File: src/rtl/txd_dom_guard_pkg.sv
package txd_dom_guard_pkg;

  // Strobes from control to datapath, one per counter action
  typedef struct packed {
    logic clear;  // line sampled HIGH: zero the timer
    logic start;  // falling edge seen: load first count
    logic step;   // line still LOW and below limit: advance
  } guardStrobeT;

endpackage

File: src/rtl/txd_dom_guard_dp.sv
module txd_dom_guard_dp
  import txd_dom_guard_pkg::*;
#(
  parameter int unsigned TIMEOUT_CYCLES = 2000
) (
  input  logic        clk,
  input  logic        rstN,
  input  guardStrobeT strobe,
  output logic        cntSat,
  output logic        hitLimit
);

  localparam int unsigned CNT_W = $clog2(TIMEOUT_CYCLES + 1);
  localparam logic [CNT_W-1:0] LIMIT = CNT_W'(TIMEOUT_CYCLES);
  localparam logic [CNT_W-1:0] ONE   = CNT_W'(1);

  logic [CNT_W-1:0] lowCnt;
  logic [CNT_W-1:0] lowCntNext;

  always_comb begin
    lowCntNext = lowCnt;
    if (strobe.clear) begin
      lowCntNext = '0;
    end else if (strobe.start) begin
      lowCntNext = ONE;
    end else if (strobe.step) begin
      lowCntNext = lowCnt + ONE;
    end
  end

  always_ff @(posedge clk or negedge rstN) begin
    if (!rstN) begin
      lowCnt <= '0;
    end else begin
      lowCnt <= lowCntNext;
    end
  end

  assign cntSat   = (lowCnt == LIMIT);
  assign hitLimit = (lowCntNext == LIMIT);

endmodule

File: src/rtl/txd_dom_guard_ctrl.sv
module txd_dom_guard_ctrl
  import txd_dom_guard_pkg::*;
(
  input  logic        clk,
  input  logic        rstN,
  input  logic        txdIn,
  input  logic        txEnable,
  input  logic        cntSat,
  input  logic        hitLimit,
  output guardStrobeT strobe,
  output logic        busDrive,
  output logic        timedOut
);

  logic txdPrev;
  logic timedOutNext;

  // Previous level resets HIGH so a LOW line at release counts as a new edge
  always_ff @(posedge clk or negedge rstN) begin
    if (!rstN) begin
      txdPrev <= 1'b1;
    end else begin
      txdPrev <= txdIn;
    end
  end

  always_comb begin
    strobe.clear = txdIn;
    strobe.start = !txdIn && txdPrev;
    strobe.step  = !txdIn && !txdPrev && !cntSat;
  end

  always_comb begin
    if (txdIn) begin
      timedOutNext = 1'b0;
    end else begin
      timedOutNext = timedOut || hitLimit;
    end
  end

  always_ff @(posedge clk or negedge rstN) begin
    if (!rstN) begin
      timedOut <= 1'b0;
    end else begin
      timedOut <= timedOutNext;
    end
  end

  assign busDrive = txEnable && !txdIn && !timedOut;

endmodule

File: src/rtl/txd_dom_guard.sv
module txd_dom_guard
  import txd_dom_guard_pkg::*;
#(
  parameter int unsigned TIMEOUT_CYCLES = 2000
) (
  input  logic clk,
  input  logic rstN,
  input  logic txdIn,
  input  logic txEnable,
  output logic busDrive,
  output logic timedOut
);

  guardStrobeT strobe;
  logic        cntSat;
  logic        hitLimit;

  txd_dom_guard_ctrl u_ctrl (
    .clk      (clk),
    .rstN     (rstN),
    .txdIn    (txdIn),
    .txEnable (txEnable),
    .cntSat   (cntSat),
    .hitLimit (hitLimit),
    .strobe   (strobe),
    .busDrive (busDrive),
    .timedOut (timedOut)
  );

  txd_dom_guard_dp #(
    .TIMEOUT_CYCLES (TIMEOUT_CYCLES)
  ) u_dp (
    .clk      (clk),
    .rstN     (rstN),
    .strobe   (strobe),
    .cntSat   (cntSat),
    .hitLimit (hitLimit)
  );

endmodule

File: config.mk
export PLATFORM = sky130hd
export DESIGN_NAME = txd_dom_guard
export DESIGN_NICKNAME = d
export VERILOG_FILES = /design/src/rtl/txd_dom_guard_pkg.sv /design/src/rtl/txd_dom_guard_dp.sv /design/src/rtl/txd_dom_guard_ctrl.sv /design/src/rtl/txd_dom_guard.sv
export SDC_FILE = /design/constraint.sdc
export NUM_CORES = 1
export LEC_CHECK = 0
export ABC_AREA = 1
export CAP_MARGIN = 15
export CELL_PAD_IN_SITES_DETAIL_PLACEMENT = 1
export CELL_PAD_IN_SITES_GLOBAL_PLACEMENT = 1
export CORE_UTILIZATION = 41
export CTS_CLUSTER_DIAMETER = 40
export CTS_CLUSTER_SIZE = 24
export DETAILED_ROUTE_END_ITERATION = 7
export HOLD_SLACK_MARGIN = 0.15
export PLACE_DENSITY = 0.85
export RECOVER_POWER = 25
export SYNTH_ARGS = -nofsm -noshare
export SYNTH_HDL_FRONTEND = slang
export SYNTH_SLANG_ARGS = --single-unit
File: constraint.sdc
create_clock -name clk -period 1.75 [get_ports clk]
set_input_delay 0.35 -clock clk [delete_from_list [all_inputs] [get_ports clk]]
set_output_delay 0.35 -clock clk [all_outputs]
set_load 0.01 [all_outputs]
==> results of run 1 <==
power by group:
part	total, mW	internal [mW]	leakage (nW)	switching [mW]
sequential	0.316	0.306	0.174	0.00927
clock	0.209	0.0854	0.0177	0.123
combinational	0.0760	0.0319	0.338	0.0441
total	0.600	0.424	0.529	0.177
metrics by stage:
step,utilization [%],std cells
after floorplan,-,111
after global placement,55.2,153
after detailed placement,55.2,153
after CTS,56.8,157
after global routing,60.5,159
final,60.5,159
cell usage after synthesis:
library cell	number
ha_1	2
xor2_1	2
o21ai_0	1
nand3_2	4
clkinv_1	1
a21o_1	1
dfrtp_1	12
nor2_4	5
nand4_1	2
dfstp_2	1
o21bai_1	1
or2_2	1
nand2_1	25
nand2_2	3
nor2_1	11
inv_1	23
inv_4	1
nand3_1	10
a21oi_1	2
nor2_2	3
path summary, 6_finish.rpt:
path	startpoint	to	slack (ps)	depth (start not counted)
max	u_dp.lowCnt[0]$_DFF_PN0_	u_ctrl.timedOut$_DFF_PN0_	-20	12
max reg2reg	u_dp.lowCnt[0]$_DFF_PN0_	u_ctrl.timedOut$_DFF_PN0_	-20	12
max in group asynchronous	rstN	u_dp.lowCnt[0]$_DFF_PN0_	610	2
min reg2reg	u_ctrl.timedOut$_DFF_PN0_	u_ctrl.timedOut$_DFF_PN0_	570	2
min	txdIn	u_ctrl.timedOut$_DFF_PN0_	470	2
min in group asynchronous	rstN	u_dp.lowCnt[2]$_DFF_PN0_	620	2
cell type report:
type | count | area, um^2
Clock buffer | 3 | 22.5
Clock inverter | 1 | 5.00
Fill cell | 245 | 719
Inverter | 25 | 96.3
Multi-Input combinational cell | 73 | 468
Sequential cell | 13 | 329
Tap cell | 25 | 31.3
Timing Repair Buffer | 19 | 149
registers in the layout (all words and copies together), names as in the netlist:
| name | count |
|---|---|
| u_dp.lowCnt | 11 |
| u_ctrl.txdPrev | 1 |
| u_ctrl.timedOut | 1 |
cell families after synthesis:
family	Yosys count	synth area share, %
simple gates	64	40.5
compound gates	5	3.60
xor+xnor	2	2.10
flops	13	39.2
buf+inv	25	11.6
fa+ha+maj	2	3.00
worst max-delay path, delay by kind of cell, from the launching register on:
kind	cells	cell delay, ps
AO/OA/AOI/OAI	1	120
adder cells (fa/ha/maj)	1	140
buffers and inverters	2	120
flip-flops	1	480
AND/OR/NAND/NOR	8	850
cell usage in the layout (no fill, tap or decap), drive strengths merged:
master         synthesis  layout
nand3                 14      14
buf                    0      13
nand4                  2       2
xor2                   2       2
a21oi                  2       2
inv                   24      24
o21ai                  1       1
dlygate4sd3            0       1
ha                     2       2
nor2                  19      19
dfstp                  1       1
nand2                 28      28
o21bai                 1       1
clkbuf                 0       4
clkdlybuf4s50          0       2
clkinv                 1       2
or2                    1       1
dfrtp                 12      12
a21o                   1       1
dlygate4sd2            0       2
layer usage:
| layer | wire [um] | GRT usage, % | vias to the layer above |
|---|---|---|---|
| li1 | - | - | 383 |
| met1 | 1030 | 24.5 | 410 |
| met2 | 1300 | 36.1 | 20 |
| met3 | 81 | 4.62 | 9 |
| met4 | 79 | 8.57 | 0 |
| met5 | 0 | 0 | - |
timing repair:
item	4_1_cts	5_1_grt
pin swaps	0	7
resized for setup	3	16
cloned	0	0
buffers inserted	0	2
endpoints found under the setup margin	2	1
==> out/results.tsv, run 1 <==
stage	metric	value	unit
critical_path	crit_chain	inv_2 > ha_1 > inv_1 > nor2_2 > nand3_2 > nand2_2 > nand2_1 > nand3_2 > nand3_2 > nor2_1 > nand2_1 > a21oi_2	
global_routing	grt_pass1_vias	732	
synthesis	ys_ff_latch	13	
clock_network	cts_tree	yes	
critical_path	cp_data_arrival_time	2000	ps
critical_path	critPathMaxFanout	4	
die	dieWidth	47.1	um
cells_and_area	drive_gt1_share	35.8	%
timing	fin_crit_sh	101	%
place	place_congestion	0.741	
synthesis	synthesis.nets	117	
die	rows	15	
global_routing	grt_overflow_total	0	
detailed_routing	dr_total_vias	822	
pwr	peakVddDrop	0.437	mV
cells_and_area	syn_to_final_growth	32.1	%
timing	setup_ws	-22.3	ps
timing	layout_min_cycle_time	1770	ps
die	ios	6	
clock_network	clk_root_buffer_cell	clkbuf_4	
clock_network	hold_buffers	0	
detailed_routing	route.antenna.remaining_nets	0	
pwr	power_leakage	0.529	nW
detailed_routing	dr.first_iter.drc_count	18	
timing	final_max_slew_viol_count	0	
clock_network	cts_buffers	3	
critical_path	critPathMostFrequentCell	nand3_2	
die	core-area	0.00182	mm^2
clock_network	cts.sinks	13	
cells_and_area	layout.cell_area.non_filler	0.00110	mm^2
cells_and_area	final_nets	141	
timing	clock.fmax	564	MHz
pwr	p_total	0.600	mW
global_routing	grt_max_degree	14	
place	port_buffers	5	
timing	slew_headroom	49.3	%
detailed_routing	vias_per_cell	5.17	
synthesis	synth_area_leaders	dfrtp_1 (36%), nand2_1 (11%), inv_1 (10%), nor2_4 (6.8%), nand3_1 (6.0%)	
job	cap_violations	0	
critical_path	slowest_stage	dfrtp_2	
place	dp_hpwl	1500	um
cells_and_area	antenna_cells	0	
detailed_routing	drcViolationCount	0	
timing	tightest_slew	760	ps
critical_path	slowest_delay	480	ps
synthesis	avgSynthCellArea	7.51	um^2
clock_network	clockBufferDepth	2	
global_routing	grt_pass1_wl	3070	um
timing	fin_tns_setup	-22.3	ps
synthesis	synth_top_cell_by_area	dfrtp_1	
clock_network	htreeDepth	1	
die	die_h	47.1	um
critical_path	cp.required	1980	ps
detailed_routing	drt-total-wl	2500	um
synthesis	yosys_warnings	0	
global_routing	track_usage	20.7	%
die	start_util	45.8	%
critical_path	worstSetupPathType	flop to flop	
global_routing	grt_antenna_before_repair	0	
place	dp_slack	-183	ps
synthesis	yosysUniqueCellTypes	20	
clock_network	clk_latency	300	ps
synthesis	synthCells	111	
critical_path	start_kind	flop	
synthesis	yosys.area.top_type_share	36.0	%
detailed_routing	firstDrtPassIters	4	
run_status	status	finished with violations	
timing	setup_violations	1	
place	dpl_cell_area	0.00100	mm^2
pwr	powerDensity	545	mW/mm^2
synthesis	synth_seq_area_share	39.2	%
critical_path	end_kind	flop	
synthesis	synth_area	833	um^2
timing	hold_viol	0	
run_status	violations	setup timing	
min_path	hp-class	primary input to flop	
timing	whs	471	ps
timing	fin_skew	11.5	ps
die	die_area	0.00222	mm^2
detailed_routing	avgRoutedWirePerCell	15.7	um
clock_network	path_clk_slew	100	ps
No activity file was read; power rests on OpenSTA's default activity.
==> inputs of run 2 (changes only) <==
--- a/config.mk
+++ b/config.mk
@@ -13,7 +13,6 @@
 export CTS_CLUSTER_DIAMETER = 40
 export CTS_CLUSTER_SIZE = 24
 export DETAILED_ROUTE_END_ITERATION = 7
-export HOLD_SLACK_MARGIN = 0.15
 export PLACE_DENSITY = 0.85
 export RECOVER_POWER = 25
 export SYNTH_ARGS = -nofsm -noshare
==> results of run 2 <==
The final DEF is identical to that of run 1; final timing and power are the same.
